<file path="src/rtl/ioexp_pkg.sv">
package ioexp_pkg;

    localparam int          NUM_PORTS   = 2;
    localparam int          BYTE_W      = 8;
    localparam int          PIN_W       = NUM_PORTS * BYTE_W;
    localparam logic [7:0]  LAST_REG    = 8'h15;
    localparam logic [3:0]  CTRL_PREFIX = 4'b0100;
    localparam int          CFG_HOLD_B  = 5;
    localparam int          CFG_MATCH_B = 3;
    localparam int          CFG_ZERO_B  = 0;

    typedef enum logic [1:0] {
        PH_CTRL,
        PH_ADDR,
        PH_DATA,
        PH_SKIP
    } phase_e;

    typedef enum logic [3:0] {
        RK_DIR, RK_POL, RK_INTEN, RK_DEFV, RK_INTCTL, RK_CFG,
        RK_PULL, RK_FLAG, RK_CAP, RK_PORT, RK_OLAT, RK_NONE
    } reg_kind_e;

    typedef struct packed {
        logic [3:0] prefix;
        logic [2:0] hw;
        logic       rd;
    } ctrl_byte_t;

    typedef struct packed {
        logic [7:0] dir;
        logic [7:0] pol;
        logic [7:0] inten;
        logic [7:0] defv;
        logic [7:0] intctl;
        logic [7:0] pull;
        logic [7:0] olat;
    } port_regs_t;

    // Pair index in bits 4:1 picks the register kind, bit 0 picks the port.
    function automatic reg_kind_e decode_kind(input logic [7:0] a);
        reg_kind_e k;
        if (a > LAST_REG) begin
            k = RK_NONE;
        end else begin
            case (a[4:1])
                4'd0:    k = RK_DIR;
                4'd1:    k = RK_POL;
                4'd2:    k = RK_INTEN;
                4'd3:    k = RK_DEFV;
                4'd4:    k = RK_INTCTL;
                4'd5:    k = RK_CFG;
                4'd6:    k = RK_PULL;
                4'd7:    k = RK_FLAG;
                4'd8:    k = RK_CAP;
                4'd9:    k = RK_PORT;
                4'd10:   k = RK_OLAT;
                default: k = RK_NONE;
            endcase
        end
        return k;
    endfunction

    function automatic logic [7:0] next_ptr(input logic [7:0] a);
        return (a == LAST_REG) ? 8'h00 : a + 8'h01;
    endfunction

    function automatic logic ctrl_accept(input ctrl_byte_t c,
                                         input logic [2:0] strap,
                                         input logic match_en);
        return (c.prefix == CTRL_PREFIX) && (!match_en || (c.hw == strap));
    endfunction

endpackage

</file>
<file path="src/rtl/spi_in_sync.sv">
module spi_in_sync #(
    parameter int STAGES = 2
) (
    input  logic clk,
    input  logic rst,
    input  logic sck,
    input  logic cs_n,
    input  logic mosi,
    output logic sck_rise,
    output logic sck_fall,
    output logic cs_active,
    output logic mosi_s
);

    logic [STAGES-1:0] sck_sr;
    logic [STAGES-1:0] cs_sr;
    logic [STAGES-1:0] mosi_sr;
    logic              sck_d;

    always_ff @(posedge clk) begin
        if (rst) begin
            sck_sr  <= '0;
            cs_sr   <= '1;
            mosi_sr <= '0;
            sck_d   <= 1'b0;
        end else begin
            sck_sr  <= {sck_sr[STAGES-2:0], sck};
            cs_sr   <= {cs_sr[STAGES-2:0], cs_n};
            mosi_sr <= {mosi_sr[STAGES-2:0], mosi};
            sck_d   <= sck_sr[STAGES-1];
        end
    end

    assign sck_rise  =  sck_sr[STAGES-1] & ~sck_d;
    assign sck_fall  = ~sck_sr[STAGES-1] &  sck_d;
    assign cs_active = ~cs_sr[STAGES-1];
    assign mosi_s    =  mosi_sr[STAGES-1];

    initial begin
        if (STAGES < 2) $error("spi_in_sync needs at least two stages");
    end

endmodule

</file>
<file path="src/rtl/spi_frame_ctrl.sv">
module spi_frame_ctrl
    import ioexp_pkg::*;
(
    input  logic       clk,
    input  logic       rst,
    input  logic       sck_rise,
    input  logic       sck_fall,
    input  logic       cs_active,
    input  logic       mosi_s,
    input  logic [2:0] strap,
    input  logic       cfg_hold,
    input  logic       cfg_match,
    input  logic [7:0] rd_data,
    output logic [7:0] rd_addr,
    output logic       wr_en,
    output logic [7:0] wr_addr,
    output logic [7:0] wr_data,
    output logic       miso,
    output logic       miso_oe
);

    phase_e     phase;
    logic [2:0] bit_cnt;
    logic [6:0] rx_sr;
    logic       rd_op;
    logic [7:0] ptr;
    logic [7:0] tx_sr;
    logic       load_pend;
    logic       oe_r;

    logic [7:0] byte_in;
    logic       byte_done;
    ctrl_byte_t ctrl;

    assign byte_in   = {rx_sr, mosi_s};
    assign byte_done = sck_rise && (bit_cnt == 3'd7);
    assign ctrl      = ctrl_byte_t'(byte_in);

    always_ff @(posedge clk) begin
        if (rst || !cs_active) begin
            phase     <= PH_CTRL;
            bit_cnt   <= '0;
            rx_sr     <= '0;
            rd_op     <= 1'b0;
            tx_sr     <= '0;
            load_pend <= 1'b0;
            oe_r      <= 1'b0;
        end else begin
            if (sck_rise) begin
                rx_sr   <= byte_in[6:0];
                bit_cnt <= bit_cnt + 3'd1;
            end
            load_pend <= 1'b0;
            if (byte_done) begin
                case (phase)
                    PH_CTRL: begin
                        if (ctrl_accept(ctrl, strap, cfg_match)) begin
                            phase <= PH_ADDR;
                            rd_op <= ctrl.rd;
                        end else begin
                            phase <= PH_SKIP;
                        end
                    end
                    PH_ADDR: begin
                        phase     <= PH_DATA;
                        load_pend <= rd_op;
                    end
                    PH_DATA: load_pend <= rd_op;
                    default: ;
                endcase
            end
            if (load_pend) begin
                tx_sr <= rd_data;
                oe_r  <= 1'b1;
            end else if (sck_fall && oe_r && (bit_cnt != 3'd0)) begin
                tx_sr <= {tx_sr[6:0], 1'b0};
            end
        end
    end

    // Pointer survives chip-select release; the step uses the stored config.
    always_ff @(posedge clk) begin
        if (rst) begin
            ptr <= '0;
        end else if (cs_active && byte_done) begin
            if (phase == PH_ADDR) begin
                ptr <= byte_in;
            end else if ((phase == PH_DATA) && !cfg_hold) begin
                ptr <= next_ptr(ptr);
            end
        end
    end

    assign rd_addr = ptr;
    assign wr_addr = ptr;
    assign wr_data = byte_in;
    assign wr_en   = byte_done && (phase == PH_DATA) && !rd_op;
    assign miso    = tx_sr[7];
    assign miso_oe = oe_r;

    a_r4_oe_only_read_data: assert property (@(posedge clk) disable iff (rst)
        miso_oe |-> ((phase == PH_DATA) && rd_op));

    a_r1_skip_sticky: assert property (@(posedge clk) disable iff (rst)
        (phase == PH_SKIP) |=> ((phase == PH_SKIP) || (phase == PH_CTRL)));

    a_r1_no_write_when_skipped: assert property (@(posedge clk) disable iff (rst)
        (phase == PH_SKIP) |-> !wr_en);

    a_r6_ptr_hold: assert property (@(posedge clk) disable iff (rst)
        (cs_active && byte_done && (phase == PH_DATA) && cfg_hold) |=> $stable(ptr));

    a_r5_ptr_wrap: assert property (@(posedge clk) disable iff (rst)
        (cs_active && byte_done && (phase == PH_DATA) && !cfg_hold && (ptr == LAST_REG))
        |=> (ptr == 8'h00));

endmodule

</file>
<file path="src/rtl/ioexp_regfile.sv">
module ioexp_regfile
    import ioexp_pkg::*;
(
    input  logic             clk,
    input  logic             rst,
    input  logic             wr_en,
    input  logic [7:0]       wr_addr,
    input  logic [7:0]       wr_data,
    input  logic [7:0]       rd_addr,
    output logic [7:0]       rd_data,
    input  logic [PIN_W-1:0] pin_in,
    input  logic [PIN_W-1:0] intf_in,
    input  logic [PIN_W-1:0] intcap_in,
    output logic [PIN_W-1:0] dir_o,
    output logic [PIN_W-1:0] pol_o,
    output logic [PIN_W-1:0] pullup_o,
    output logic [PIN_W-1:0] olat_o,
    output logic [PIN_W-1:0] inten_o,
    output logic [PIN_W-1:0] defval_o,
    output logic [PIN_W-1:0] intctl_o,
    output logic [7:0]       cfg_o
);

    localparam logic [7:0] CFG_KEEP = ~(8'h01 << CFG_ZERO_B);

    reg_kind_e  wr_kind;
    reg_kind_e  rd_kind;
    logic [7:0] cfg_q;
    logic [7:0] port_rd [NUM_PORTS];

    assign wr_kind = decode_kind(wr_addr);
    assign rd_kind = decode_kind(rd_addr);

    for (genvar p = 0; p < NUM_PORTS; p++) begin : g_port
        port_regs_t regs_q;
        logic       sel_wr;

        assign sel_wr = wr_en && (wr_addr[0] == 1'(p));

        always_ff @(posedge clk) begin
            if (rst) begin
                regs_q     <= '0;
                regs_q.dir <= 8'hFF;
            end else if (sel_wr) begin
                case (wr_kind)
                    RK_DIR:          regs_q.dir    <= wr_data;
                    RK_POL:          regs_q.pol    <= wr_data;
                    RK_INTEN:        regs_q.inten  <= wr_data;
                    RK_DEFV:         regs_q.defv   <= wr_data;
                    RK_INTCTL:       regs_q.intctl <= wr_data;
                    RK_PULL:         regs_q.pull   <= wr_data;
                    RK_PORT, RK_OLAT: regs_q.olat  <= wr_data;
                    default: ;
                endcase
            end
        end

        always_comb begin
            case (rd_kind)
                RK_DIR:    port_rd[p] = regs_q.dir;
                RK_POL:    port_rd[p] = regs_q.pol;
                RK_INTEN:  port_rd[p] = regs_q.inten;
                RK_DEFV:   port_rd[p] = regs_q.defv;
                RK_INTCTL: port_rd[p] = regs_q.intctl;
                RK_PULL:   port_rd[p] = regs_q.pull;
                RK_FLAG:   port_rd[p] = intf_in[p*BYTE_W +: BYTE_W];
                RK_CAP:    port_rd[p] = intcap_in[p*BYTE_W +: BYTE_W];
                RK_PORT:   port_rd[p] = pin_in[p*BYTE_W +: BYTE_W] ^ regs_q.pol;
                RK_OLAT:   port_rd[p] = regs_q.olat;
                default:   port_rd[p] = 8'h00;
            endcase
        end

        assign dir_o   [p*BYTE_W +: BYTE_W] = regs_q.dir;
        assign pol_o   [p*BYTE_W +: BYTE_W] = regs_q.pol;
        assign pullup_o[p*BYTE_W +: BYTE_W] = regs_q.pull;
        assign olat_o  [p*BYTE_W +: BYTE_W] = regs_q.olat;
        assign inten_o [p*BYTE_W +: BYTE_W] = regs_q.inten;
        assign defval_o[p*BYTE_W +: BYTE_W] = regs_q.defv;
        assign intctl_o[p*BYTE_W +: BYTE_W] = regs_q.intctl;
    end

    // Both aliases of the configuration byte land here.
    always_ff @(posedge clk) begin
        if (rst) begin
            cfg_q <= '0;
        end else if (wr_en && (wr_kind == RK_CFG)) begin
            cfg_q <= wr_data & CFG_KEEP;
        end
    end

    always_comb begin
        case (rd_kind)
            RK_CFG:  rd_data = cfg_q;
            RK_NONE: rd_data = 8'h00;
            default: rd_data = port_rd[rd_addr[0]];
        endcase
    end

    assign cfg_o = cfg_q;

    a_r7_unimp_bit_zero: assert property (@(posedge clk) disable iff (rst)
        !cfg_o[CFG_ZERO_B]);

    a_r9_oob_reads_zero: assert property (@(posedge clk) disable iff (rst)
        (rd_addr > LAST_REG) |-> (rd_data == 8'h00));

    a_r9_oob_write_no_effect: assert property (@(posedge clk) disable iff (rst)
        (wr_en && (wr_addr > LAST_REG)) |=>
        ($stable(olat_o) && $stable(dir_o) && $stable(pol_o) && $stable(cfg_o)));

    a_r11_flag_write_ignored: assert property (@(posedge clk) disable iff (rst)
        (wr_en && ((wr_kind == RK_FLAG) || (wr_kind == RK_CAP))) |=>
        ($stable(olat_o) && $stable(pullup_o) && $stable(cfg_o)));

    a_r10_reset_values: assert property (@(posedge clk)
        $past(rst) |-> ((dir_o == '1) && (olat_o == '0) && (cfg_o == 8'h00)));

endmodule

</file>
<file path="src/rtl/spi_ioexp_regif.sv">
module spi_ioexp_regif
    import ioexp_pkg::*;
#(
    parameter int SYNC_STAGES = 2
) (
    input  logic        clk,
    input  logic        rst,
    input  logic        sck,
    input  logic        cs_n,
    input  logic        mosi,
    output logic        miso,
    output logic        miso_oe,
    input  logic [2:0]  strap_addr,
    input  logic [15:0] pin_in,
    input  logic [15:0] intf_in,
    input  logic [15:0] intcap_in,
    output logic [15:0] dir_o,
    output logic [15:0] pol_o,
    output logic [15:0] pullup_o,
    output logic [15:0] olat_o,
    output logic [15:0] inten_o,
    output logic [15:0] defval_o,
    output logic [15:0] intctl_o,
    output logic [7:0]  cfg_o
);

    logic       sck_rise;
    logic       sck_fall;
    logic       cs_active;
    logic       mosi_s;
    logic [7:0] rd_addr;
    logic [7:0] rd_data;
    logic       wr_en;
    logic [7:0] wr_addr;
    logic [7:0] wr_data;
    logic [7:0] cfg_q;

    spi_in_sync #(.STAGES(SYNC_STAGES)) u_sync (
        .clk       (clk),
        .rst       (rst),
        .sck       (sck),
        .cs_n      (cs_n),
        .mosi      (mosi),
        .sck_rise  (sck_rise),
        .sck_fall  (sck_fall),
        .cs_active (cs_active),
        .mosi_s    (mosi_s)
    );

    spi_frame_ctrl u_frame (
        .clk       (clk),
        .rst       (rst),
        .sck_rise  (sck_rise),
        .sck_fall  (sck_fall),
        .cs_active (cs_active),
        .mosi_s    (mosi_s),
        .strap     (strap_addr),
        .cfg_hold  (cfg_q[CFG_HOLD_B]),
        .cfg_match (cfg_q[CFG_MATCH_B]),
        .rd_data   (rd_data),
        .rd_addr   (rd_addr),
        .wr_en     (wr_en),
        .wr_addr   (wr_addr),
        .wr_data   (wr_data),
        .miso      (miso),
        .miso_oe   (miso_oe)
    );

    ioexp_regfile u_regs (
        .clk       (clk),
        .rst       (rst),
        .wr_en     (wr_en),
        .wr_addr   (wr_addr),
        .wr_data   (wr_data),
        .rd_addr   (rd_addr),
        .rd_data   (rd_data),
        .pin_in    (pin_in),
        .intf_in   (intf_in),
        .intcap_in (intcap_in),
        .dir_o     (dir_o),
        .pol_o     (pol_o),
        .pullup_o  (pullup_o),
        .olat_o    (olat_o),
        .inten_o   (inten_o),
        .defval_o  (defval_o),
        .intctl_o  (intctl_o),
        .cfg_o     (cfg_q)
    );

    assign cfg_o = cfg_q;

endmodule

</file>
<file path="config.mk">
export PLATFORM = sky130hd
export DESIGN_NAME = spi_ioexp_regif
export DESIGN_NICKNAME = d
export VERILOG_FILES = /design/src/rtl/ioexp_pkg.sv /design/src/rtl/spi_in_sync.sv /design/src/rtl/spi_frame_ctrl.sv /design/src/rtl/ioexp_regfile.sv /design/src/rtl/spi_ioexp_regif.sv
export SDC_FILE = /design/constraint.sdc
export NUM_CORES = 1
export LEC_CHECK = 0
export ABC_AREA = 1
export BUFFER_PORTS_ARGS = -buffer_cell sky130_fd_sc_hd__buf_2
export CORE_MARGIN = 5
export CORE_UTILIZATION = 35
export CTS_CLUSTER_DIAMETER = 200
export CTS_CLUSTER_SIZE = 24
export DETAILED_ROUTE_END_ITERATION = 16
export PLACE_DENSITY_LB_ADDON = 0.2
export SYNTH_ARGS = -nofsm -noshare
export SYNTH_HDL_FRONTEND = slang
export SYNTH_HIERARCHICAL = 1
export SYNTH_SLANG_ARGS = --single-unit
</file>
<file path="constraint.sdc">
create_clock -name clk -period 3.7 [get_ports clk]
set_clock_uncertainty 0.05 [all_clocks]
set_input_delay 0.185 -clock clk [delete_from_list [all_inputs] [get_ports clk]]
set_output_delay 0.185 -clock clk [all_outputs]
set_load 0.01 [all_outputs]
</file>
==> flow_metrics.tcl, run 1 <==
set metrics [dict create \
    synth_common_cells "232 x nand2_1, 157 x dfxtp_1, 144 x a21oi_1" \
    fin_crit_ps 3100 \
    synthArstFlopShare 0 \
    cp-start-kind "flop" \
    die_h_um 165 \
    min_path_type "input port to flop" \
    power_density_mw_per_mm2 368 \
    post_synth_num_cell_types 39 \
    rows 56 \
    grt_start_max_net_pins 79 \
    place.gp.congestion 0.906 \
    numPortBuffers 176 \
    grt_remaining_overflow 0 \
    synth_edf_count 0 \
    synthCells 1217 \
    fmax_ghz 0.323 \
    cts_resized 0 \
    cp_slowest_cell "nand4_1" \
    cts_max_path_buffers 2 \
    synth_most_common_cell "nand2_1" \
    clk_latency_ps 430 \
    finalSetupTns_ps 0 \
    cts_tree "yes" \
    numCtsBuffers 17 \
    dieArea_mm2 0.0272 \
    finalSetupViolations 0 \
    synthDominantCellAreaShare 0.374 \
    path_class "flop to flop" \
    grt_setup_unrepaired "false" \
    clockRootBuffer "clkbuf_16" \
    ir_drop_v 0.000210 \
    maxCapViolCount 0 \
    arrival_ps 3340 \
    firstDrtPassIters 5 \
    track_usage 0.244 \
    grt_pass1_vias 8036 \
    syn_area_mm2 0.00839 \
    worstMarginPinSlew_ps 1120 \
    initial_core_util 0.357 \
    synth_largest_area_cell "dfxtp_1" \
    io_pins 178 \
    final_layout_size_suffix_gt1_frac 0.198 \
    seq_area_frac_synth 0.374 \
    finalWirelength_mm 33.5 \
    dp_hpwl_mm 24.0 \
    syn2layout_area_growth_pct 19.3 \
    multiInputGateArea_mm2 0.00433 \
    p_leak_nw 4.40 \
    seq_area_mm2 0.00315 \
    max-slew-margin-rel 0.253 \
    syn_nets 1281 \
    nets 1405 \
    clk_pin_slew_ps 70 \
    ant_nets 0 \
    cts.sinks 157 \
    cp_max_fo 16 \
    cp_slowest_stage_delay_ps 580 \
    yosysWarnings 6 \
    drcViolationCount 0 \
    core_area_mm2 0.0235 \
    fin_crit_sh 0.837 \
    htree_levels 4 \
    fp.dieW_um 165 \
    grt_pass1_wl_mm 50.1 \
    antenna_found_initial 0 \
    fillers 2529 \
    required_ps 3950 \
    synth_seq_cells 157 \
    r2r_slack_ps 600 \
    via_per_inst 5.41 \
    synthFlopType "dfxtp_1" \
    status "completed" \
    end_kind "flop" \
    drt_iter0_drc 1181 \
    wl_per_cell_um 20.0 \
    post-route-util 0.425 \
    finalHoldViolCount 0 \
    diodes 0 \
    drv_slew 0 \
    path_cells "inv_1 -> nor2_1 -> nand2_4 -> nor3_1 -> inv_1 -> nor2_1 -> nand4_1 -> o21ai_0 -> a21oi_1" \
    via_count 9055 \
    syn_avg_cell_area_um2 6.90 \
    synth_area_leaders "dfxtp_1 37%, nand2_1 10%, a21oi_1 8.6%, nand4_1 8.4%, nand3_1 6.2%" \
]
[path summary, 6_finish.rpt]
kind / startpoint / end / cells past startpoint
worst min register to register: u_sync/sck_sr[0] / u_sync/sck_sr[1] / 2
worst max-delay path: u_sync/sck_sr[1] / u_regs/inten_o[6] / 9
worst max register to register: u_sync/sck_sr[1] / u_regs/inten_o[6] / 9
worst min-delay path: strap_addr[1] / u_frame/phase[1] / 7
[cell usage in the layout (no fill, tap or decap), types with 2 or more instances in the layout]
master and n:
o211ai_2 8, nand2_1 232, nand2_2 8, o21ai_0 81
nor3_1 12, buf_4 14, inv_6 2, xor2_1 15
o21ai_1 2, buf_2 176, o211ai_1 6, ha_1 8
dfxtp_2 2, inv_2 8, clkinv_1 3, clkbuf_16 17
nor2_2 4, clkinv_4 4, bufinv_16 3, o21a_1 2
dfxtp_1 155, nand3_1 104, inv_8 2, nand4_1 113
inv_1 103, clkinv_2 2, dlygate4sd3_1 7, nor2_1 93
a21oi_1 144, nor2_4 7
[cells by family (layout without fill, tap and decap cells)]
family,after synthesis,in the layout,synth area share
AO/OA/AOI/OAI,248,248,0.162
flip-flops,157,157,0.374
buffers and inverters,208,345,0.110
other,1,1,0.000447
XOR/XNOR,16,16,0.0167
adder cells (fa/ha/maj),8,8,0.0119
AND/OR/NAND/NOR,579,579,0.324
[routing by layer]
metal,wire length (um),vias up,GRT usage
met5,0,-,0
met4,996,0,0.0858
met3,2710,54,0.0394
met2,15000,448,0.380
met1,14800,4186,0.343
li1,-,4367,-
[power by group]
group	internal, W	switching, W	total, W
Combinational	0.0000404	0.0000603	0.000101
Clock	0.00110	0.000784	0.00188
Sequential	0.00169	0.00000667	0.00170
[critical path: cells and delay by family, from the launching register on]
family / cells / cell delay [ps]
AND/OR/NAND/NOR: 5 / 1900
AO/OA/AOI/OAI: 2 / 450
flip-flops: 1 / 330
buffers and inverters: 2 / 210
[flip-flops by register name, summed over array words and instances (netlist names), 7 cells and up]
signal           count
u_regs/defval_o     16
u_regs/dir_o        16
u_regs/intctl_o     16
u_regs/inten_o      16
u_regs/olat_o       16
u_regs/pol_o        16
u_regs/pullup_o     16
u_frame/rd_addr      8
u_frame/tx_sr        8
u_frame/rx_sr        7
u_regs/cfg_o         7
[per-stage QoR]
step           total power [W]  setup slack, ps  hold slack [ps]  instance area [um2]  cells
3_5_place_dp           0.00183              705              317                 9320   1634
2_1_floorplan          0.00178             1610              206                 8390   1217
3_3_place_gp           0.00183              761              315                 9320   1634
6_report               0.00368              603              192                10000   1673
5_1_grt                0.00379              247              214                10000   1673
4_1_cts                0.00370              678              186                10000   1673
[cell type report]
type                       count  area share
clock inverter                14      0.0182
tap                          319      0.0399
timing repair buffer         198       0.107
inverter                     115      0.0434
sequential                   157       0.314
clock buffer                  18      0.0439
multi-input combinational    852       0.433
[timing repair]
item                      in CTS  in global routing
hold buffers                   7                  0
buffers inserted               0                  0
hold endpoints to repair       5                  0
Note: power is estimated with default switching activity, not from simulation.
==> inputs of run 2 (changes only) <==
- clock period: 3.7 -> 2.6 ns (I/O delays scaled with it)
==> run 2 against run 1 <==
Utilization up 0.86 points. Register-to-register slack got worse by 500 ps. Sequential power increased by 42%. Largest cell class unchanged. Critical path type unchanged. Clock power grew 39%. Fmax grew 24%. Highest routed layer unchanged.
==> flow_metrics.tcl, run 2 (synthesis gave the netlist of run 1 again) <==
set metrics [dict create \
    dp_hpwl_mm 24.1 \
    fin_crit_sh 0.962 \
    layout_commonest_cell "nand2_1" \
    dpl_cell_area_mm2 0.00952 \
    numCtsBuffers 17 \
    path_class "flop to flop" \
    hp-start "strap_addr[1]" \
    r2r_cells 13 \
    maxCapViolCount 0 \
    rows 56 \
    track_usage 0.242 \
    seq_area_mm2 0.00315 \
    firstDrtPassIters 5 \
    cp_slowest_stage_delay_ps 560 \
    cts.sinks 157 \
    die_h_um 165 \
    required_ps 2870 \
    postLayoutCellArea_mm2 0.0102 \
    min_path_type "input port to flop" \
    fillers 2477 \
    nets 1430 \
    htree_levels 4 \
    cts_tree "yes" \
    io_pins 178 \
    clk_pin_slew_ps 70 \
    hold_path_end "u_frame/phase[1]" \
    max-slew-margin-rel 0.339 \
    drcViolationCount 0 \
    final_layout_size_suffix_gt1_frac 0.213 \
    grt_pass1_wl_mm 49.8 \
    ir_drop_v 0.000356 \
    cp_max_fo 10 \
    place.gp.congestion 0.943 \
    antenna_found_initial 0 \
    whs_path_depth 7 \
    mostFrequentLayoutCells "232 x nand2_1, 176 x buf_2, 155 x dfxtp_1" \
    worstMarginPinSlew_ps 991 \
    reg2reg_to "u_frame/tx_sr[6]" \
    via_count 9034 \
    wl_per_cell_um 19.5 \
    drv_slew 0 \
    power_density_mw_per_mm2 507 \
    grt_setup_unrepaired "false" \
    finalSetupTns_ps 0 \
    grt_remaining_overflow 0 \
    fmax_ghz 0.400 \
    p_leak_nw 4.53 \
    cp_slowest_cell "dfxtp_1" \
    finalSetupViolations 0 \
    clk_latency_ps 430 \
    cp_common_cell "nor2_1" \
    dieArea_mm2 0.0272 \
    numPortBuffers 176 \
    status "completed" \
    finalWirelength_mm 33.2 \
    syn2layout_area_growth_pct 21.7 \
    arrival_ps 2770 \
    multiInputGateArea_mm2 0.00434 \
    drt_iter0_drc 1087 \
    diodes 0 \
    ant_nets 0 \
    clockRootBuffer "clkbuf_16" \
    initial_core_util 0.357 \
    path_cells "nor2_1 -> inv_1 -> nor2_4 -> nand2_1 -> nor2_1 -> nor2_1 -> nand3_1 -> nor2_1 -> nand2_1 -> nand3_1 -> nand2_1 -> a21oi_1 -> a21oi_1" \
    worst_r2r_startpoint "u_frame/rd_addr[3]" \
    grt_pass1_vias 8231 \
    cts_max_path_buffers 2 \
    grt_start_max_net_pins 79 \
    core_area_mm2 0.0235 \
    fp.dieW_um 165 \
    cp-start-kind "flop" \
    finalHoldViolCount 0 \
    r2r_slack_ps 100 \
    end_kind "flop" \
    fin_crit_ps 2500 \
    via_per_inst 5.32 \
]
-- run 2: how the worst max path moves through the flow --
stage,from,end,slack [ps],cells past startpoint
global route,u_frame/rd_addr[3],u_frame/tx_sr[6],7,13
global placement,u_frame/rd_addr[5],u_frame/tx_sr[2],240,14
CTS,u_frame/rd_addr[3],u_frame/tx_sr[6],200,13
detailed placement,u_frame/rd_addr[3],u_frame/tx_sr[6],200,13
floorplan,u_frame/bit_cnt[0],u_regs/inten_o[5],510,10
finish,u_frame/rd_addr[3],u_frame/tx_sr[6],100,13
-- run 2: critical path, delay by kind of cell, from the launching register on --
| kind | cells | cell delay [ps] |
|---|---|---|
| AOI/OAI and AO/OA | 2 | 220 |
| buffers and inverters | 1 | 120 |
| and+or+nand+nor | 10 | 1450 |
| DFF | 1 | 560 |
-- run 2: area by class of cell --
class / count / area share
Timing Repair Buffer: 223 / 0.126
Clock inverter: 13 / 0.0151
Tap cell: 319 / 0.0391
Clock buffer: 19 / 0.0443
Inverter: 115 / 0.0425
Multi-Input combinational cell: 852 / 0.425
Sequential cell: 157 / 0.308
-- run 2: stage by stage --
| stage | setup slack [ps] | cells | hold slack [ps] | util | total power [W] |
|---|---|---|---|---|---|
| 3_5_place_dp | 199 | 1658 | 260 | 0.405 | 0.00261 |
| 3_3_place_gp | 240 | 1658 | 258 | 0.405 | 0.00261 |
| 4_1_cts | 202 | 1697 | 120 | 0.433 | 0.00521 |
| 2_1_floorplan | 510 | 1217 | 151 | - | 0.00254 |
| 5_1_grt | 7.00 | 1698 | 219 | 0.434 | 0.00534 |
| 6_report | 100 | 1698 | 120 | 0.434 | 0.00518 |
-- run 2: per-layer routing --
metal	wire length (um)	track usage
met1	14700	0.336
met2	15400	0.396
met3	2480	0.0334
met4	673	0.0597
met5	0	0
-- run 2: timing repair --
| item | in CTS | in global routing |
|---|---|---|
| gates resized for setup | 0 | 1 |
| hold buffers | 7 | 0 |
| hold endpoints to repair | 6 | 0 |
| buffers inserted | 0 | 1 |
| endpoints found under the setup margin | 0 | 7 |
-- run 2: report_power, final --
group	switching (W)	leakage [nW]	internal, W	total, W
registers	0.00000681	1.27	0.00241	0.00242
logic	0.0000918	2.96	0.0000600	0.000152
clock network	0.00112	0.297	0.00149	0.00261
total	0.00122	4.53	0.00396	0.00518
==> inputs of run 3 (changes only) <==
- PLACE_DENSITY: default -> 0.6
- PLACE_DENSITY_LB_ADDON: 0.2 -> default
==> run 3 against run 2 <==
Critical path type unchanged. First-iteration DRC count is 14% higher. Register-to-register slack better by 80 ps. Critical endpoint is now u_frame/tx_sr[5]. Combinational power barely moved. Sequential share of layout area increased by 0.18 points. Power decreased by 1.5%. Die area is the same. Final area shrank 0.58%. Setup slack improved by 84 ps. Critical path depth fell by 1. Fmax increased by 3.5%. Utilization down 0.25 points. Cell count down 0.29%.
==> flow_metrics.tcl, run 3 (synthesis gave the netlist of run 1 again) <==
set metrics [dict create \
    maxCapViolCount 0 \
    core_area_mm2 0.0235 \
    path_class "flop to flop" \
    end_kind "flop" \
    final_layout_size_suffix_gt1_frac 0.208 \
    fin_crit_ps 2420 \
    power_density_mw_per_mm2 502 \
    cp-start-kind "flop" \
    grt_remaining_overflow 0 \
    cts_max_path_buffers 2 \
    drv_slew 0 \
    nets 1427 \
    diodes 0 \
    wl_per_cell_um 19.8 \
    status "completed" \
    dieArea_mm2 0.0272 \
    grt_setup_unrepaired "false" \
    antenna_found_initial 0 \
    finalSetupTns_ps 0 \
    finalWirelength_mm 33.5 \
    post-route-util 0.431 \
    max-slew-margin-rel 0.435 \
    worst_r2r_startpoint "u_frame/rd_addr[3]" \
    hp-start "strap_addr[1]" \
    grt_pass1_vias 8382 \
    track_usage 0.242 \
    required_ps 2860 \
    finalHoldViolCount 0 \
    cp_max_fo 46 \
    numCtsBuffers 17 \
    fmax_ghz 0.414 \
    setup.worst_path.start "u_frame/rd_addr[3]" \
    initial_core_util 0.357 \
    clk_pin_slew_ps 60 \
    worstMarginPinSlew_ps 846 \
    arrival_ps 2680 \
    dp_hpwl_mm 24.7 \
    place.gp.congestion 0.938 \
    drcViolationCount 0 \
    finalSetupViolations 0 \
    grt_pass1_wl_mm 49.8 \
    htree_levels 4 \
    fillers 2472 \
    mostFrequentLayoutCells "232 x nand2_1, 176 x buf_2, 155 x dfxtp_1" \
    min_path_type "input port to flop" \
    rows 56 \
    r2r_slack_ps 180 \
    p_leak_nw 4.49 \
    cts.sinks 157 \
    drt_iter0_drc 1234 \
    post-place-cells 1656 \
    firstDrtPassIters 5 \
    via_per_inst 5.46 \
    ir_drop_v 0.000334 \
    clk_latency_ps 430 \
    via_count 9246 \
    die_h_um 165 \
    ant_nets 0 \
    grt_start_max_net_pins 79 \
    final_cell_count_no_fill 1693 \
    cts_tree "yes" \
    syn2layout_area_growth_pct 21.0 \
    fin_crit_sh 0.929 \
    numPortBuffers 176 \
    layout_commonest_cell "nand2_1" \
    io_pins 178 \
    clockRootBuffer "clkbuf_16" \
    fp.dieW_um 165 \
]
-- run 3: cell types whose count changed in the layout (fill, tap and decap cells not counted), moves of 2 or more --
| cell | delta |
|---|---|
| clkinv_4 | -2 |
| inv_6 | -3 |
| clkbuf_1 | +3 |
| buf_4 | -2 |
| clkbuf_8 | -2 |
-- run 3: critical path: stages (launching register included) --
cell     delay, ps
dfxtp_1        550
nor2_1         100
inv_1          110
nor2_4          40
buf_4          280
nand4_1        160
nand3_1        190
nor2_1         240
nand2_1        100
nand3_1        150
nand2_1         80
a21oi_1        160
a21oi_1         80
-- run 3: final timing paths --
path | cells past startpoint | endpoint
worst max-delay path | 12 | u_frame/tx_sr[5]
worst min-delay path | 7 | u_frame/phase[1]
worst max register to register | 12 | u_frame/tx_sr[5]
worst min register to register | 2 | u_sync/mosi_sr[1]
-- run 3: final cells by class --
| type | instances | area [um2] | share of cell area |
|---|---|---|---|
| Clock inverter | 10 | 141 | 0.0139 |
| Clock buffer | 20 | 437 | 0.0430 |
| Sequential cell | 157 | 3150 | 0.310 |
| Timing Repair Buffer | 220 | 1260 | 0.124 |
| Multi-Input combinational cell | 852 | 4330 | 0.427 |
| Inverter | 115 | 434 | 0.0428 |
| Tap cell | 319 | 399 | 0.0393 |
-- run 3: where the power goes --
part / switching [W] / internal, W
combinational: 0.0000933 / 0.0000600
clock: 0.00103 / 0.00150
sequential: 0.00000784 / 0.00241
-- run 3: through the flow --
step | total power [W] | setup slack [ps] | hold slack, ps | area (um2)
2_1_floorplan | 0.00254 | 510 | 151 | 8390
3_3_place_gp | 0.00261 | 326 | 258 | 9510
3_5_place_dp | 0.00261 | 301 | 261 | 9510
4_1_cts | 0.00513 | 249 | 124 | 10100
5_1_grt | 0.00523 | 68.0 | 204 | 10200
6_report | 0.00510 | 184 | 137 | 10200
-- run 3: layer usage --
metal  GRT usage  share of wire  wire length [um]  vias to the layer above
met1       0.328           0.42             14000                     4252
met4       0.110          0.043              1450                        0
met3      0.0394          0.091              3040                       87
met5           0              0                 0                        -
li1            -              -                 -                     4400
met2       0.378           0.45             15000                      507
-- run 3: repair_timing --
item / in CTS / in global routing
gates resized for setup: 0 / 0
endpoints found under the hold margin: 5 / 0
hold buffers: 6 / 0
buffers inserted: 0 / 1
endpoints found under the setup margin: 0 / 1
